[src/rtl/rxaf_pkg.sv]
package rxaf_pkg;

  localparam int          ADDR_BYTES = 6;
  localparam logic [31:0] CRC_SEED   = 32'hFFFF_FFFF;
  localparam logic [31:0] CRC_POLY   = 32'hEDB8_8320;

  typedef enum logic [1:0] {
    CLS_PROMISC = 2'd0,
    CLS_BCAST   = 2'd1,
    CLS_GROUP   = 2'd2,
    CLS_UNICAST = 2'd3
  } dest_class_e;

  // one byte of reflected CRC-32, least significant bit first
  function automatic logic [31:0] crc_step(input logic [31:0] c, input logic [7:0] b);
    logic [31:0] r;
    r = c;
    for (int i = 0; i < 8; i++) begin
      if (r[0] ^ b[i]) r = (r >> 1) ^ CRC_POLY;
      else             r = r >> 1;
    end
    return r;
  endfunction

endpackage

[src/rtl/rxaf_crc_serial.sv]
module rxaf_crc_serial
  import rxaf_pkg::*;
(
  input  logic        clk,
  input  logic        rst,
  input  logic        init,
  input  logic        en,
  input  logic        last,
  input  logic [7:0]  din,
  output logic [31:0] crc_out,
  output logic        done
);

  logic [31:0] work_q;
  logic [31:0] next_c;

  always_comb next_c = crc_step(work_q, din);

  always_ff @(posedge clk) begin
    if (rst) begin
      work_q  <= CRC_SEED;
      crc_out <= '0;
      done    <= 1'b0;
    end else if (init) begin
      work_q <= CRC_SEED;
      done   <= 1'b0;
    end else begin
      done <= 1'b0;
      if (en) begin
        if (last) begin
          crc_out <= ~next_c;
          work_q  <= CRC_SEED;
          done    <= 1'b1;
        end else begin
          work_q <= next_c;
        end
      end
    end
  end

endmodule

[src/rtl/rxaf_hash_loader.sv]
module rxaf_hash_loader
  import rxaf_pkg::*;
#(
  parameter int CNT_W       = 16,
  parameter int MAX_ENTRIES = 64,
  parameter int HASH_BITS   = 6,
  localparam int TBL        = 1 << HASH_BITS,
  localparam int ENT_W      = $clog2(MAX_ENTRIES + 1)
) (
  input  logic             clk,
  input  logic             rst,
  input  logic             start,
  input  logic [CNT_W-1:0] byte_count,
  input  logic             byte_valid,
  input  logic [7:0]       byte_in,
  output logic [TBL-1:0]   tbl_q,
  output logic [ENT_W-1:0] entries_left
);

  localparam logic [2:0] LAST_BYTE = 3'(ADDR_BYTES - 1);

  logic [2:0]       bidx;
  logic             take;
  logic             last_byte;
  logic [31:0]      crc_val;
  logic             crc_done;
  logic [CNT_W-1:0] quot;
  logic [HASH_BITS-1:0] set_idx;

  always_comb begin
    quot      = byte_count / CNT_W'(ADDR_BYTES);
    take      = byte_valid && !start && (entries_left != '0);
    last_byte = (bidx == LAST_BYTE);
    set_idx   = crc_val[HASH_BITS+1:2];
  end

  always_ff @(posedge clk) begin
    if (rst) begin
      entries_left <= '0;
      bidx         <= '0;
    end else if (start) begin
      entries_left <= (quot > CNT_W'(MAX_ENTRIES)) ? ENT_W'(MAX_ENTRIES) : ENT_W'(quot);
      bidx         <= '0;
    end else if (take) begin
      if (last_byte) begin
        bidx         <= '0;
        entries_left <= entries_left - 1'b1;
      end else begin
        bidx <= bidx + 1'b1;
      end
    end
  end

  rxaf_crc_serial u_crc (
    .clk     (clk),
    .rst     (rst),
    .init    (start),
    .en      (take),
    .last    (last_byte),
    .din     (byte_in),
    .crc_out (crc_val),
    .done    (crc_done)
  );

  for (genvar g = 0; g < TBL; g++) begin : g_bit
    logic bit_q;
    always_ff @(posedge clk) begin
      if (rst || start)                                  bit_q <= 1'b0;
      else if (crc_done && set_idx == HASH_BITS'(g))     bit_q <= 1'b1;
    end
    assign tbl_q[g] = bit_q;
  end

endmodule

[src/rtl/rxaf_check_seq.sv]
module rxaf_check_seq
  import rxaf_pkg::*;
#(
  parameter int LEN_W     = 16,
  parameter int HASH_BITS = 6
) (
  input  logic                 clk,
  input  logic                 rst,
  input  logic                 chk_valid,
  input  logic [47:0]          chk_dest,
  input  logic [LEN_W-1:0]     chk_len,
  output logic [47:0]          dest_q,
  output logic [LEN_W-1:0]     len_q,
  output logic [HASH_BITS-1:0] idx,
  output logic                 idx_valid
);

  localparam logic [2:0] LAST_BYTE = 3'(ADDR_BYTES - 1);

  logic        busy;
  logic        feeding;
  logic [2:0]  bidx;
  logic [47:0] sh;
  logic        capture;
  logic        last_byte;
  logic [31:0] crc_val;
  logic        crc_done;

  always_comb begin
    capture   = chk_valid && !busy;
    last_byte = (bidx == LAST_BYTE);
    idx       = crc_val[HASH_BITS+1:2];
    idx_valid = crc_done;
  end

  always_ff @(posedge clk) begin
    if (rst) begin
      busy    <= 1'b0;
      feeding <= 1'b0;
      bidx    <= '0;
      sh      <= '0;
      dest_q  <= '0;
      len_q   <= '0;
    end else if (capture) begin
      busy    <= 1'b1;
      feeding <= 1'b1;
      bidx    <= '0;
      sh      <= chk_dest;
      dest_q  <= chk_dest;
      len_q   <= chk_len;
    end else begin
      if (feeding) begin
        sh <= sh << 8;
        if (last_byte) begin
          feeding <= 1'b0;
          bidx    <= '0;
        end else begin
          bidx <= bidx + 1'b1;
        end
      end
      if (crc_done) busy <= 1'b0;
    end
  end

  rxaf_crc_serial u_crc (
    .clk     (clk),
    .rst     (rst),
    .init    (capture),
    .en      (feeding),
    .last    (last_byte),
    .din     (sh[47:40]),
    .crc_out (crc_val),
    .done    (crc_done)
  );

endmodule

[src/rtl/rxaf_decide.sv]
module rxaf_decide
  import rxaf_pkg::*;
#(
  parameter int LEN_W     = 16,
  parameter int HASH_BITS = 6,
  parameter int MIN_FLOOR = 5,
  localparam int TBL      = 1 << HASH_BITS
) (
  input  logic                 clk,
  input  logic                 rst,
  input  logic                 eval,
  input  logic [47:0]          dest,
  input  logic [LEN_W-1:0]     len,
  input  logic [HASH_BITS-1:0] idx,
  input  logic [TBL-1:0]       tbl,
  input  logic                 cfg_promisc,
  input  logic                 cfg_bcast_off,
  input  logic                 cfg_mcast_en,
  input  logic [LEN_W-1:0]     cfg_min_len,
  input  logic [47:0]          station_addr,
  input  logic                 rx_enabled,
  input  logic                 link_up,
  output logic                 res_valid,
  output logic                 res_accept,
  output logic                 res_group
);

  localparam logic [LEN_W-1:0] FLOOR = LEN_W'(MIN_FLOOR);

  logic [LEN_W-1:0] eff_min;
  dest_class_e      cls;
  logic             gate_ok;
  logic             len_ok;
  logic             acc_d;
  logic             grp_d;

  always_comb begin
    eff_min = (cfg_min_len < FLOOR) ? FLOOR : cfg_min_len;
    gate_ok = rx_enabled && link_up;
    len_ok  = (len >= eff_min);

    if (cfg_promisc)   cls = CLS_PROMISC;
    else if (&dest)    cls = CLS_BCAST;
    else if (dest[40]) cls = CLS_GROUP;
    else               cls = CLS_UNICAST;

    acc_d = 1'b0;
    grp_d = 1'b0;
    unique case (cls)
      CLS_PROMISC: acc_d = 1'b1;
      CLS_BCAST: begin
        acc_d = !cfg_bcast_off;
        grp_d = 1'b1;
      end
      CLS_GROUP: begin
        acc_d = cfg_mcast_en && tbl[idx];
        grp_d = 1'b1;
      end
      CLS_UNICAST: acc_d = (dest == station_addr);
      default: acc_d = 1'b0;
    endcase
    acc_d = acc_d && gate_ok && len_ok;
    grp_d = grp_d && acc_d;
  end

  always_ff @(posedge clk) begin
    if (rst) begin
      res_valid  <= 1'b0;
      res_accept <= 1'b0;
      res_group  <= 1'b0;
    end else begin
      res_valid <= eval;
      if (eval) begin
        res_accept <= acc_d;
        res_group  <= grp_d;
      end
    end
  end

endmodule

[src/rtl/eth_rx_addr_filter.sv]
module eth_rx_addr_filter
  import rxaf_pkg::*;
#(
  parameter int LEN_W       = 16,
  parameter int CNT_W       = 16,
  parameter int MAX_ENTRIES = 64,
  parameter int HASH_BITS   = 6,
  parameter int MIN_FLOOR   = 5
) (
  input  logic             clk,
  input  logic             rst,
  input  logic             cfg_promisc,
  input  logic             cfg_bcast_off,
  input  logic             cfg_mcast_en,
  input  logic [LEN_W-1:0] cfg_min_len,
  input  logic [47:0]      station_addr,
  input  logic             rx_enabled,
  input  logic             link_up,
  input  logic             tbl_start,
  input  logic [CNT_W-1:0] tbl_byte_count,
  input  logic             tbl_byte_valid,
  input  logic [7:0]       tbl_byte,
  input  logic             chk_valid,
  input  logic [47:0]      chk_dest,
  input  logic [LEN_W-1:0] chk_len,
  output logic             res_valid,
  output logic             res_accept,
  output logic             res_group
);

  localparam int TBL   = 1 << HASH_BITS;
  localparam int ENT_W = $clog2(MAX_ENTRIES + 1);

  logic [TBL-1:0]       tbl_bits;
  logic [ENT_W-1:0]     load_left;
  logic [47:0]          dest_q;
  logic [LEN_W-1:0]     len_q;
  logic [HASH_BITS-1:0] chk_idx;
  logic                 chk_idx_valid;

  rxaf_hash_loader #(
    .CNT_W       (CNT_W),
    .MAX_ENTRIES (MAX_ENTRIES),
    .HASH_BITS   (HASH_BITS)
  ) u_load (
    .clk          (clk),
    .rst          (rst),
    .start        (tbl_start),
    .byte_count   (tbl_byte_count),
    .byte_valid   (tbl_byte_valid),
    .byte_in      (tbl_byte),
    .tbl_q        (tbl_bits),
    .entries_left (load_left)
  );

  rxaf_check_seq #(
    .LEN_W     (LEN_W),
    .HASH_BITS (HASH_BITS)
  ) u_seq (
    .clk       (clk),
    .rst       (rst),
    .chk_valid (chk_valid),
    .chk_dest  (chk_dest),
    .chk_len   (chk_len),
    .dest_q    (dest_q),
    .len_q     (len_q),
    .idx       (chk_idx),
    .idx_valid (chk_idx_valid)
  );

  rxaf_decide #(
    .LEN_W     (LEN_W),
    .HASH_BITS (HASH_BITS),
    .MIN_FLOOR (MIN_FLOOR)
  ) u_dec (
    .clk           (clk),
    .rst           (rst),
    .eval          (chk_idx_valid),
    .dest          (dest_q),
    .len           (len_q),
    .idx           (chk_idx),
    .tbl           (tbl_bits),
    .cfg_promisc   (cfg_promisc),
    .cfg_bcast_off (cfg_bcast_off),
    .cfg_mcast_en  (cfg_mcast_en),
    .cfg_min_len   (cfg_min_len),
    .station_addr  (station_addr),
    .rx_enabled    (rx_enabled),
    .link_up       (link_up),
    .res_valid     (res_valid),
    .res_accept    (res_accept),
    .res_group     (res_group)
  );

endmodule

[config.mk]
export PLATFORM = sky130hd
export DESIGN_NAME = eth_rx_addr_filter
export DESIGN_NICKNAME = d
export VERILOG_FILES = /design/src/rtl/rxaf_pkg.sv /design/src/rtl/rxaf_crc_serial.sv /design/src/rtl/rxaf_hash_loader.sv /design/src/rtl/rxaf_check_seq.sv /design/src/rtl/rxaf_decide.sv /design/src/rtl/eth_rx_addr_filter.sv
export SDC_FILE = /design/constraint.sdc
export NUM_CORES = 1
export LEC_CHECK = 0
export BUFFER_PORTS_ARGS = -buffer_cell sky130_fd_sc_hd__buf_4
export CAP_MARGIN = 20
export CORE_UTILIZATION = 30
export DETAILED_ROUTE_END_ITERATION = 16
export HOLD_SLACK_MARGIN = 0.03
export PLACE_DENSITY = 0.48
export SYNTH_ARGS = -nofsm -noshare
export SYNTH_HDL_FRONTEND = slang
export SYNTH_HIERARCHICAL = 1
export SYNTH_SLANG_ARGS = --single-unit
[constraint.sdc]
create_clock -name clk -period 5.3 [get_ports clk]
set_input_delay 0.265 -clock clk [delete_from_list [all_inputs] [get_ports clk]]
set_output_delay 0.265 -clock clk [all_outputs]
set_load 0.01 [all_outputs]
==> reports/summary.json, run 1 <==
{
  "worst_setup_path": {
    "crit_path_max_fanout": 3,
    "slowest_stage_delay_on_critical_path_ps": 720,
    "critPathSlowestCell": "sky130_fd_sc_hd__nor4_1",
    "cp-start-kind": "flop",
    "reg2regPathDepth": 10,
    "cp_data_required_time_ps": 5790,
    "critical_path_class": "flop to flop",
    "end_kind": "flop",
    "cell_breakdown_of_the_critical_path": "nand4_1 > nor4_1 > nand3_1 > a21o_1 > inv_1 > ha_1 > nand3_1 > nor4_1 > a2111oi_2 > o31ai_1",
    "cp_data_arrival_time_ps": 3580
  },
  "pwr": {
    "total_leakage_power_nw": 6.704,
    "power.density_nw_per_um2": 318.4,
    "vdd_drop_max_mv": 0.2383
  },
  "global_route": {
    "grt.total_usage_pct": 16.34,
    "grt.overflow.total": 0,
    "grt_pass1_vias": 11660,
    "antenna_found_initial": 2,
    "grt_first_pass_wirelength_um": 65580,
    "grt_start_max_net_pins": 80
  },
  "sta": {
    "setup_viol": 0,
    "timing.final.crit_share_pct": 58.24,
    "finClkSkew_ps": 15.66,
    "highest_clock_rate_mhz": 323.9,
    "post-route-min-period_ps": 3087,
    "final_critical_path_setup_slack_ps": 2213,
    "worst_rel_slew_slack_pct": 25.99,
    "tightest_slew_ps": 1106,
    "fin_setup_tns_ps": 0,
    "rsz0062_at_grt": "no",
    "final-hold-violation-count": 0,
    "slew_viol_final": 0
  },
  "floorplanning": {
    "std_cell_rows": 81,
    "die-area_um2": 50720,
    "design.portCount": 165,
    "die_w_um": 225.2,
    "die_height_um": 225.2,
    "start_util_pct": 30.47,
    "core-area_um2": 49050
  },
  "routing": {
    "routed_wire_length_on_met3_um": 1547,
    "met2_length_um": 19550,
    "first_pass_detailed_route_iteration_total": 5,
    "detailroute.via_count": 11740,
    "highest-signal-layer": "met4",
    "detail-route-antenna-nets": 0,
    "vias_per_cell": 4.790,
    "route.detailed.wl_per_inst_um": 16.98,
    "route.layer.met1.wl_um": 19870,
    "route.detailed.drc": 0,
    "drt_iter0_drc": 832,
    "detail_route.wirelength_um": 41610
  },
  "run_status": {
    "run_status": "finished clean"
  },
  "clock_network": {
    "clk-insertion-delay-late_ps": 580,
    "tritoncts_clock_tree": "built",
    "clock-sinks": 272,
    "worst_setup_hold_path_clk_slew_ps": 60,
    "cts.path.max_buffers": 3,
    "clk_root_buffer_cell": "sky130_fd_sc_hd__clkbuf_16",
    "cts.repair_timing.setup_buffer_count": 0,
    "h-tree-depth": 1,
    "cts.repair.resized": 0,
    "cts_made_buffers": 31,
    "holdBufCountCts": 64
  },
  "flow_run": {
    "cap_violations": 0
  },
  "worst_hold_path": {
    "min-delay-path-class": "primary input to flop",
    "hold-path-cell-count": 3
  },
  "synthesis": {
    "avgSynthCellArea_um2": 8.972,
    "synthesis.nets": 1850,
    "syn_area_um2": 14950,
    "yosys_warnings": 6,
    "postSynthCellCount": 1666
  },
  "final_layout": {
    "fillCellCount": 5111,
    "drive_gt1_share_pct": 20.32,
    "finalInstanceArea_um2": 17620,
    "flow.area_growth_from_synthesis_pct": 17.90,
    "layout.nets": 1948,
    "instances_no_fill": 2451
  },
  "place": {
    "port_buffers": 163,
    "placed_cell_area_um2": 15940,
    "inst_count_dp": 2330,
    "post-dp-hpwl_um": 29480,
    "dp_worst_setup_slack_ps": 1753,
    "final_gp_congestion": 0.8481
  }
}
area by class of cell:
type                            instances  area, um2  share of cell area, %
Inverter                               35      136.4                 0.7739
Antenna cell                            1      2.502                0.01420
Clock inverter                          9      140.1                 0.7952
Tap cell                              664      830.8                  4.714
Timing Repair Buffer                  236       1943                  11.03
Clock buffer                           46      892.1                  5.062
Multi-Input combinational cell       1188       8232                  46.71
Sequential cell                       272       5446                  30.91
power breakdown:
| part | switching, mW | leakage, nW | total [mW] | internal [mW] |
|---|---|---|---|---|
| Sequential | 0.0928 | 2.22 | 2.23 | 2.14 |
| Combinational | 0.604 | 3.99 | 1.19 | 0.589 |
| Clock | 0.881 | 0.500 | 2.19 | 1.31 |
| Total | 1.58 | 6.70 | 5.61 | 4.03 |
stage by stage:
stage / util [%] / hold WS, ps / total power, mW
floorplan: - / 348.3 / 3.132
global placement: 32.47 / 439.9 / 3.419
detailed placement: 32.49 / 449.5 / 3.429
CTS: 35.90 / 31.39 / 5.690
global route: 35.92 / 44.56 / 5.882
finish: 35.93 / 47.43 / 5.612
cells in the final DEF, fill, tap and decap left out, drive strengths merged, types with 6 or more instances in the layout:
cell type and instances:
inv 36, nand3b 9, nor3b 6, dlygate4sd3 64
mux2i 9, xor2 68, and3b 6, nand2b 14
o22ai 31, or3 9, xnor3 14, a21oi 238
o21ai 28, clkbuf 46, nor2 153, nor4 20
buf 172, nand4 18, a31oi 7, mux4 13
ha 22, or2 8, xnor2 109, nor3 23
nand3 11, o22a 12, nand2 231, a211oi 19
mux2 43, dfxtp 272
worst paths after layout:
path	slack, ps	start	to
max	2210	u_seq/dest_q[14]$_SDFFE_PP0P_	u_dec/res_group$_SDFFE_PP0P_
min	50	tbl_byte_count[2]	u_load/entries_left[0]$_SDFFE_PP0P_
max reg2reg	2210	u_seq/dest_q[14]$_SDFFE_PP0P_	u_dec/res_group$_SDFFE_PP0P_
min reg2reg	460	u_load/g_bit[6].bit_q$_SDFFE_PP0P_	u_load/g_bit[6].bit_q$_SDFFE_PP0P_
flip-flops by register name, summed over array words and instances, names as in the netlist:
signal                count
u_load/g_bit.bit_q       64
u_seq/dest_q             48
u_seq/sh                 48
u_load/u_crc/work_q      32
u_seq/u_crc/work_q       32
u_seq/len_q              16
u_load/entries_left       7
u_load/u_crc/crc_out      6
u_seq/u_crc/crc_out       6
u_load/bidx               3
u_seq/bidx                3
u_dec/res_accept          1
u_dec/res_group           1
u_dec/res_valid           1
u_load/u_crc/done         1
u_seq/busy                1
u_seq/feeding             1
u_seq/u_crc/done          1
per-layer routing:
metal,vias to the layer above,GRT usage [%]
met2,222,27.03
met4,0,3.599
met3,44,1.982
met1,5603,22.64
met5,-,0
li1,5871,-
critical path: cells and delay by family (launching register included):
family / cells / cell delay [ps]
and+or+nand+nor: 5 / 1590
DFF: 1 / 460
AOI/OAI and AO/OA: 3 / 610
adders and majority gates: 1 / 200
buffers and inverters: 1 / 140
No activity file was read; power rests on OpenSTA's default activity.
==> run 2, diff against run 1 <==
==> constraint.sdc (replaced) <==
create_clock -name clk -period 2.85 [get_ports clk]
set_input_delay 0.1425 -clock clk [delete_from_list [all_inputs] [get_ports clk]]
set_output_delay 0.1425 -clock clk [all_outputs]
set_load 0.01 [all_outputs]
==> run 2 against run 1 <==
Effect of this change: critical path depth up 1; largest power group is now clock; final cell count grew 2.8%; critical endpoint unchanged; final area is 3.7% higher; clock skew grew 6.9 ps; sequential power increased by 86%.
==> reports/summary.json, run 2 (synthesis results as in run 1) <==
{
  "worst_setup_path": {
    "cp_data_arrival_time": {"value": 3140, "unit": "ps", "change": "was 3580 ps"},
    "critPathSlowestCell": {"value": "sky130_fd_sc_hd__dfxtp_1", "change": "was sky130_fd_sc_hd__nor4_1"},
    "crit_path_max_fanout": {"value": 3, "change": "unchanged"},
    "cp-start-kind": {"value": "flop", "change": "unchanged"},
    "regToRegStartpoint": {"value": "u_seq/dest_q[9]$_SDFFE_PP0P_", "change": "was u_seq/dest_q[14]$_SDFFE_PP0P_"},
    "critical_path_class": {"value": "flop to flop", "change": "unchanged"},
    "cp_data_required_time": {"value": 3300, "unit": "ps", "change": "was 5790 ps"},
    "cell_breakdown_of_the_critical_path": {"value": "nand4_1 > nor4_2 > nand3_1 > a21o_1 > inv_1 > ha_1 > nand3_1 > nor4_4 > buf_4 > a2111oi_2 > o31ai_1", "change": "was nand4_1 > nor4_1 > nand3_1 > a21o_1 > inv_1 > ha_1 > nand3_1 > nor4_1 > a2111oi_2 > o31ai_1"},
    "crit_path_frequent_cell": "sky130_fd_sc_hd__nand3_1",
    "slowest_stage_delay_on_critical_path": {"value": 440, "unit": "ps", "change": "was 720 ps"},
    "worstSetupStartpoint": {"value": "u_seq/dest_q[9]$_SDFFE_PP0P_", "change": "was u_seq/dest_q[14]$_SDFFE_PP0P_"},
    "end_kind": {"value": "flop", "change": "unchanged"}
  },
  "floorplanning": {
    "die_height": {"value": 225.2, "unit": "um", "change": "unchanged"},
    "start_util": {"value": 30.47, "unit": "%", "change": "unchanged"},
    "std_cell_rows": {"value": 81, "change": "unchanged"},
    "die-area": {"value": 50720, "unit": "um2", "change": "unchanged"},
    "core-area": {"value": 49050, "unit": "um2", "change": "unchanged"},
    "design.portCount": {"value": 165, "change": "unchanged"},
    "die_w": {"value": 225.2, "unit": "um", "change": "unchanged"}
  },
  "routing": {
    "vias_per_cell": {"value": 4.824, "change": "was 4.790"},
    "detail-route-antenna-nets": {"value": 0, "change": "unchanged"},
    "drt_iter0_drc": {"value": 687, "change": "was 832"},
    "detailroute.via_count": {"value": 12150, "change": "was 11740"},
    "route.detailed.drc": {"value": 0, "change": "unchanged"},
    "first_pass_detailed_route_iteration_total": {"value": 5, "change": "unchanged"},
    "detail_route.wirelength": {"value": 43710, "unit": "um", "change": "was 41610 um"},
    "route.detailed.wl_per_inst": {"value": 17.35, "unit": "um", "change": "was 16.98 um"}
  },
  "sta": {
    "final-hold-violation-count": {"value": 0, "change": "unchanged"},
    "slew_viol_final": {"value": 0, "change": "unchanged"},
    "worst_rel_slew_slack": {"value": 28.04, "unit": "%", "change": "was 25.99%"},
    "timing.final.crit_share": {"value": 94.28, "unit": "%", "change": "was 58.24%"},
    "setup_viol": {"value": 0, "change": "unchanged"},
    "highest_clock_rate": {"value": 372.2, "unit": "MHz", "change": "was 323.9 MHz"},
    "tightest_slew": {"value": 1075, "unit": "ps", "change": "was 1106 ps"},
    "post-route-min-period": {"value": 2687, "unit": "ps", "change": "was 3087 ps"},
    "finClkSkew": {"value": 22.58, "unit": "ps", "change": "was 15.66 ps"}
  },
  "final_layout": {
    "drive_gt1_share": {"value": 23.30, "unit": "%", "change": "was 20.32%"},
    "ff_latch_area": {"value": 5446, "unit": "um2", "change": "unchanged"},
    "largest_reg_flops": {"value": 64, "change": "unchanged"},
    "multi_input_area": {"value": 8307, "unit": "um2", "change": "was 8232 um2"},
    "layout.nets": {"value": 2019, "change": "was 1948"},
    "mostFrequentLayoutCells": {"value": "sky130_fd_sc_hd__dfxtp_1 (271), sky130_fd_sc_hd__buf_4 (226), sky130_fd_sc_hd__a21oi_1 (221)", "change": "was sky130_fd_sc_hd__dfxtp_1 (271), sky130_fd_sc_hd__a21oi_1 (221), sky130_fd_sc_hd__nand2_1 (215)"},
    "fillCellCount": {"value": 5042, "change": "was 5111"},
    "finalInstanceArea": {"value": 18280, "unit": "um2", "change": "was 17620 um2"},
    "largest_registers": {"value": "u_load/g_bit.bit_q: 64 flops, u_seq/dest_q: 48 flops, u_seq/sh: 48 flops", "change": "unchanged"},
    "flow.area_growth_from_synthesis": {"value": 22.29, "unit": "%", "change": "was 17.90%"},
    "layout_commonest_cell": {"value": "sky130_fd_sc_hd__dfxtp_1", "change": "unchanged"},
    "largest-register": {"value": "u_load/g_bit.bit_q", "change": "unchanged"}
  },
  "global_route": {
    "antenna_found_initial": {"value": 0, "change": "was 2"},
    "grt.overflow.total": {"value": 0, "change": "unchanged"},
    "grt.total_usage": {"value": 17.17, "unit": "%", "change": "was 16.34%"},
    "grt_first_pass_wirelength": {"value": 68080, "unit": "um", "change": "was 65580 um"},
    "grt_start_max_net_pins": {"value": 69, "change": "was 80"},
    "grt_pass1_vias": {"value": 12150, "change": "was 11660"}
  },
  "flow_run": {
    "cap_violations": {"value": 0, "change": "unchanged"}
  },
  "clock_network": {
    "clk-insertion-delay-late": {"value": 540, "unit": "ps", "change": "was 580 ps"},
    "cts.repair_timing.setup_buffer_count": {"value": 0, "change": "unchanged"},
    "worst_setup_hold_path_clk_slew": {"value": 60, "unit": "ps", "change": "about the same"},
    "h-tree-depth": {"value": 2, "change": "was 1"},
    "clock-sinks": {"value": 272, "change": "unchanged"},
    "cts_made_buffers": {"value": 35, "change": "was 31"},
    "clk_root_buffer_cell": {"value": "sky130_fd_sc_hd__clkbuf_16", "change": "unchanged"},
    "cts.path.max_buffers": {"value": 3, "change": "unchanged"},
    "tritoncts_clock_tree": {"value": "built", "change": "unchanged"}
  },
  "worst_hold_path": {
    "min-delay-path-class": {"value": "primary input to flop", "change": "unchanged"},
    "worst_min_path_start": {"value": "tbl_start", "change": "was tbl_byte_count[2]"}
  },
  "pwr": {
    "vdd_drop_max": {"value": 0.3452, "unit": "mV", "change": "was 0.2383 mV"},
    "finalPower": {"value": 10.70, "unit": "mW", "change": "was 5.612 mW"},
    "total_leakage_power": {"value": 7.093, "unit": "nW", "change": "was 6.704 nW"},
    "power.density": {"value": 585.2, "unit": "nW/um2", "change": "was 318.4 nW/um2"}
  },
  "place": {
    "placed_cell_area": {"value": 16380, "unit": "um2", "change": "was 15940 um2"},
    "port_buffers": {"value": 163, "change": "unchanged"},
    "post-dp-hpwl": {"value": 31620, "unit": "um", "change": "was 29480 um"},
    "final_gp_congestion": {"value": 0.8983, "change": "was 0.8481"}
  },
  "run_status": {
    "run_status": {"value": "finished clean", "change": "unchanged"}
  }
}
[run 2: layout make-up]
class | count | share of cell area (%)
diodes | 1 | 0.01369
clock buffers | 44 | 5.086
clock inverters | 12 | 0.7598
inverters | 35 | 0.7461
multi-input cells | 1188 | 45.44
flip-flops and latches | 272 | 29.79
well taps | 664 | 4.545
repair buffers | 303 | 13.61
[run 2: worst max-delay path: cells and delay by family, from the launching register on]
family                   cells  cell delay (ps)
flip-flops                   1              440
AND/OR/NAND/NOR              5             1210
AO/OA/AOI/OAI                3              490
adder cells (fa/ha/maj)      1              200
buffers and inverters        2              280
[run 2: where the power goes]
| part | switching, mW | total, mW | internal [mW] |
|---|---|---|---|
| combinational | 1.17 | 2.35 | 1.18 |
| sequential | 0.160 | 4.14 | 3.98 |
| clock | 1.72 | 4.21 | 2.49 |
| total | 3.05 | 10.7 | 7.65 |
[run 2: through the flow]
step                      hold WS, ps  std cells  worst slack, ps  util [%]  setup TNS, ps
after floorplan                 225.8       1666            14.54         -              0
after global routing            80.12       2518           -7.448     37.26         -7.448
final                           75.22       2519            163.1     37.27              0
after CTS                       43.62       2518            27.60     37.10              0
after detailed placement        396.8       2388           -376.0     33.40          -2013
after global placement          390.5       2388           -305.4     33.40          -1574
[run 2: layer usage]
metal | global-route usage (%) | up-vias | part of all wire [%]
li1 | - | 6000 | -
met1 | 23.05 | 5846 | 47
met2 | 28.55 | 252 | 47
met3 | 2.581 | 53 | 4.3
met4 | 4.586 | 0 | 2.0
met5 | 0 | - | 0
[run 2: worst paths after layout]
kind              cells after the start                             endpoint  slack (ps)
hold / removal                        3         u_load/u_crc/done$_SDFF_PP0_          80
hold reg to reg                       2  u_load/g_bit[31].bit_q$_SDFFE_PP0P_         460
setup reg to reg                     11         u_dec/res_group$_SDFFE_PP0P_         160
setup / recovery                     11         u_dec/res_group$_SDFFE_PP0P_         160
[run 2: what timing repair did]
action / 4_1_cts / 5_1_grt
hold buffers: 74 / 0
pin swaps: 0 / 0
endpoints found under the setup margin: 2 / 6
resized for setup: 1 / 14
endpoints found under the hold margin: 127 / 0
==> run 3, diff against run 2 <==
--- a/config.mk
+++ b/config.mk
@@ -7,6 +7,7 @@
 export LEC_CHECK = 0
 export BUFFER_PORTS_ARGS = -buffer_cell sky130_fd_sc_hd__buf_4
 export CAP_MARGIN = 20
+export CORE_MARGIN = 3
 export CORE_UTILIZATION = 30
 export DETAILED_ROUTE_END_ITERATION = 16
 export HOLD_SLACK_MARGIN = 0.03
==> run 3 against run 2 <==
Effect of this change: critical path depth unchanged; final area about the same; sequential share of layout area about the same; worst hold slack better by 19 ps; utilization about the same; non-clock buffer count unchanged; critical endpoint unchanged; largest cell class unchanged; largest power group unchanged.
==> reports/summary.json, run 3 (synthesis results as in run 1) <==
{
  "final_layout": {
    "instances_no_fill": {"value": 2524, "change": "was 2519"},
    "finalInstanceArea": {"value": 18290, "unit": "um2", "change": "was 18280 um2"},
    "largest_reg_flops": {"value": 64, "change": "unchanged"},
    "layout.nets": {"value": 2019, "change": "unchanged"},
    "layout_commonest_cell": {"value": "sky130_fd_sc_hd__dfxtp_1", "change": "unchanged"},
    "drive_gt1_share": {"value": 23.56, "unit": "%", "change": "was 23.30%"},
    "fillCellCount": {"value": 5086, "change": "was 5042"},
    "post-route-util": {"value": 37.29, "unit": "%", "change": "was 37.27%"},
    "flow.area_growth_from_synthesis": {"value": 22.38, "unit": "%", "change": "was 22.29%"},
    "mostFrequentLayoutCells": {"value": "sky130_fd_sc_hd__dfxtp_1 (271), sky130_fd_sc_hd__buf_4 (230), sky130_fd_sc_hd__a21oi_1 (221)", "change": "was sky130_fd_sc_hd__dfxtp_1 (271), sky130_fd_sc_hd__buf_4 (226), sky130_fd_sc_hd__a21oi_1 (221)"},
    "largest_registers": {"value": "u_load/g_bit.bit_q: 64 flops, u_seq/dest_q: 48 flops, u_seq/sh: 48 flops", "change": "unchanged"},
    "largest-register": {"value": "u_load/g_bit.bit_q", "change": "unchanged"}
  },
  "place": {
    "placed_cell_area": {"value": 16370, "unit": "um2", "change": "was 16380 um2"},
    "inst_count_dp": {"value": 2390, "change": "was 2388"},
    "port_buffers": {"value": 163, "change": "unchanged"},
    "post-dp-hpwl": {"value": 31170, "unit": "um", "change": "was 31620 um"},
    "dp_worst_setup_slack": {"value": -368.8, "unit": "ps", "change": "was -376.0 ps"},
    "final_gp_congestion": {"value": 0.8244, "change": "was 0.8983"}
  },
  "floorplanning": {
    "design.portCount": {"value": 165, "change": "unchanged"},
    "start_util": {"value": 30.47, "unit": "%", "change": "unchanged"},
    "die-area": {"value": 52540, "unit": "um2", "change": "was 50720 um2"},
    "std_cell_rows": {"value": 81, "change": "unchanged"},
    "die_w": {"value": 229.2, "unit": "um", "change": "was 225.2 um"},
    "core-area": {"value": 49050, "unit": "um2", "change": "unchanged"},
    "die_height": {"value": 229.2, "unit": "um", "change": "was 225.2 um"}
  },
  "flow_run": {
    "cap_violations": {"value": 0, "change": "unchanged"}
  },
  "routing": {
    "vias_per_cell": {"value": 4.750, "change": "was 4.824"},
    "detail_route.wirelength": {"value": 42910, "unit": "um", "change": "was 43710 um"},
    "routed_wire_length_on_met3": {"value": 1678, "unit": "um", "change": "was 1873 um"},
    "route.detailed.wl_per_inst": {"value": 17.00, "unit": "um", "change": "was 17.35 um"},
    "met2_length": {"value": 20580, "unit": "um", "change": "was 20620 um"},
    "highest-signal-layer": {"value": "met4", "change": "unchanged"},
    "detailroute.via_count": {"value": 11990, "change": "was 12150"},
    "route.layer.met1.wl": {"value": 19960, "unit": "um", "change": "was 20360 um"},
    "route.detailed.drc": {"value": 0, "change": "unchanged"},
    "first_pass_detailed_route_iteration_total": {"value": 5, "change": "unchanged"},
    "detail-route-antenna-nets": {"value": 0, "change": "unchanged"},
    "drt_iter0_drc": {"value": 750, "change": "was 687"}
  },
  "clock_network": {
    "clk_root_buffer_cell": {"value": "sky130_fd_sc_hd__clkbuf_16", "change": "unchanged"},
    "worst_setup_hold_path_clk_slew": {"value": 60, "unit": "ps", "change": "about the same"},
    "cts.path.max_buffers": {"value": 3, "change": "unchanged"},
    "clk-insertion-delay-late": {"value": 530, "unit": "ps", "change": "was 540 ps"},
    "h-tree-depth": {"value": 2, "change": "unchanged"},
    "cts_made_buffers": {"value": 35, "change": "unchanged"},
    "tritoncts_clock_tree": {"value": "built", "change": "unchanged"},
    "clock-sinks": {"value": 272, "change": "unchanged"}
  },
  "worst_hold_path": {
    "worst_min_path_start": {"value": "tbl_start", "change": "unchanged"},
    "worstHoldEndpoint": {"value": "u_load/entries_left[1]$_SDFFE_PP0P_", "change": "was u_load/u_crc/done$_SDFF_PP0_"},
    "min-delay-path-class": {"value": "primary input to flop", "change": "unchanged"},
    "hold-path-cell-count": {"value": 3, "change": "unchanged"}
  },
  "sta": {
    "finClkSkew": {"value": 11.53, "unit": "ps", "change": "was 22.58 ps"},
    "worst_hold_slack": {"value": 93.86, "unit": "ps", "change": "was 75.22 ps"},
    "worst_rel_slew_slack": {"value": 34.89, "unit": "%", "change": "was 28.04%"},
    "tightest_slew": {"value": 973.1, "unit": "ps", "change": "was 1075 ps"},
    "timing.final.crit_share": {"value": 95.39, "unit": "%", "change": "was 94.28%"},
    "highest_clock_rate": {"value": 367.8, "unit": "MHz", "change": "was 372.2 MHz"},
    "slew_viol_final": {"value": 0, "change": "unchanged"},
    "fin_setup_tns": {"value": 0, "unit": "ps", "change": "unchanged"},
    "setup_viol": {"value": 0, "change": "unchanged"},
    "final-hold-violation-count": {"value": 0, "change": "unchanged"},
    "post-route-min-period": {"value": 2719, "unit": "ps", "change": "was 2687 ps"},
    "final_critical_path_setup_slack": {"value": 131.4, "unit": "ps", "change": "was 163.1 ps"},
    "rsz0062_at_grt": "no"
  },
  "worst_setup_path": {
    "slowest_stage_delay_on_critical_path": {"value": 450, "unit": "ps", "change": "was 440 ps"},
    "critPathSlowestCell": {"value": "sky130_fd_sc_hd__dfxtp_1", "change": "unchanged"},
    "cp_data_required_time": {"value": 3290, "unit": "ps", "change": "was 3300 ps"},
    "end_kind": {"value": "flop", "change": "unchanged"},
    "cp_data_arrival_time": {"value": 3160, "unit": "ps", "change": "was 3140 ps"},
    "ff2ff_setup_slack": {"value": 130, "unit": "ps", "change": "was 160 ps"},
    "cell_breakdown_of_the_critical_path": {"value": "nand4_1 > nor4_4 > nand3_1 > a21o_1 > inv_1 > ha_1 > nand3_1 > nor4_2 > buf_4 > a2111oi_2 > o31ai_1", "change": "was nand4_1 > nor4_2 > nand3_1 > a21o_1 > inv_1 > ha_1 > nand3_1 > nor4_4 > buf_4 > a2111oi_2 > o31ai_1"},
    "crit_path_frequent_cell": {"value": "sky130_fd_sc_hd__nand3_1", "change": "unchanged"},
    "regToRegStartpoint": {"value": "u_seq/dest_q[32]$_SDFFE_PP0P_", "change": "was u_seq/dest_q[9]$_SDFFE_PP0P_"},
    "cp-start-kind": {"value": "flop", "change": "unchanged"},
    "reg2regPathDepth": {"value": 11, "change": "unchanged"},
    "critical_path_class": {"value": "flop to flop", "change": "unchanged"},
    "crit_path_max_fanout": {"value": 3, "change": "unchanged"},
    "reg2reg_to": {"value": "u_dec/res_group$_SDFFE_PP0P_", "change": "unchanged"}
  },
  "global_route": {
    "grt_start_max_net_pins": {"value": 68, "change": "was 69"},
    "grt.total_usage": {"value": 16.12, "unit": "%", "change": "was 17.17%"},
    "grt_pass1_vias": {"value": 12180, "change": "was 12150"},
    "grt_first_pass_wirelength": {"value": 68000, "unit": "um", "change": "was 68080 um"},
    "grt.overflow.total": {"value": 0, "change": "unchanged"},
    "antenna_found_initial": {"value": 2, "change": "was 0"}
  },
  "pwr": {
    "power.combinational.fraction": {"value": 21.7, "unit": "%", "change": "was 21.9%"},
    "net-switching-power": {"value": 3.037, "unit": "mW", "change": "was 3.046 mW"},
    "power.density": {"value": 588.1, "unit": "nW/um2", "change": "was 585.2 nW/um2"},
    "power_frac_seq": {"value": 38.5, "unit": "%", "change": "was 38.7%"},
    "power.share.switching": {"value": 28.23, "unit": "%", "change": "was 28.48%"},
    "total_leakage_power": {"value": 7.109, "unit": "nW", "change": "was 7.093 nW"},
    "vdd_drop_max": {"value": 0.3298, "unit": "mV", "change": "was 0.3452 mV"},
    "finalPower": {"value": 10.76, "unit": "mW", "change": "was 10.70 mW"},
    "p_clk_share": {"value": 39.8, "unit": "%", "change": "was 39.4%"},
    "cell_internal_pwr": {"value": 7.721, "unit": "mW", "change": "was 7.652 mW"}
  },
  "run_status": {
    "run_status": {"value": "finished clean", "change": "unchanged"}
  }
}
## run 3: cell count changes in the layout (fill, tap and decap cells not counted), sizes merged
cell and change:
buf +2, bufinv -2, clkbuf +7, clkinv -2, clkinvlp +1, dlygate4sd3 -2
inv +1
## run 3: final cells by class
class | count | area, um2 | area share, %
Clock buffer | 51 | 1047 | 5.725
Timing Repair Buffer | 303 | 2459 | 13.44
Sequential cell | 272 | 5446 | 29.77
Clock inverter | 10 | 81.33 | 0.4446
Multi-Input combinational cell | 1188 | 8290 | 45.32
Antenna cell | 1 | 2.502 | 0.01368
Tap cell | 664 | 830.8 | 4.541
Inverter | 35 | 136.4 | 0.7455
## run 3: power by group through the flow
stage / Combinational [mW] / Sequential (mW) / Clock, mW
5_1_grt: 2.55 / 4.16 / 4.59
3_5_place_dp: 2.24 / 4.22 / 0
6_report: 2.34 / 4.14 / 4.28
4_1_cts: 2.34 / 4.14 / 4.45
2_1_floorplan: 1.66 / 4.17 / 0
3_3_place_gp: 2.24 / 4.22 / 0
## run 3: worst max-delay path, delay by kind of cell, from the launching register on
family | cells | cell delay, ps
compound gates | 3 | 490
flops | 1 | 450
simple gates | 5 | 1200
fa+ha+maj | 1 | 190
buf+inv | 2 | 300
## run 3: worst max-delay path by stage
stage / startpoint / to / cells past startpoint
floorplan: tbl_byte_count[14] / u_load/entries_left[0]$_SDFFE_PP0P_ / 13
global placement: tbl_byte_count[14] / u_load/entries_left[2]$_SDFFE_PP0P_ / 13
detailed placement: tbl_byte_count[14] / u_load/entries_left[2]$_SDFFE_PP0P_ / 13
CTS: u_seq/dest_q[11]$_SDFFE_PP0P_ / u_dec/res_group$_SDFFE_PP0P_ / 11
global route: u_seq/dest_q[32]$_SDFFE_PP0P_ / u_dec/res_group$_SDFFE_PP0P_ / 11
finish: u_seq/dest_q[32]$_SDFFE_PP0P_ / u_dec/res_group$_SDFFE_PP0P_ / 11
## run 3: repair_timing
item | in CTS | in global routing
endpoints found under the setup margin | 2 | 5
hold endpoints to repair | 121 | 0
setup buffers | 0 | 0
hold buffers | 72 | 0
gates cloned | 0 | 0
resized for setup | 2 | 10
pin swaps | 0 | 1
## run 3: per-layer routing
layer | up-vias | global-route usage [%]
li1 | 5996 | -
met1 | 5699 | 21.59
met2 | 244 | 27.51
met3 | 49 | 2.550
met4 | 0 | 3.314
met5 | - | 0
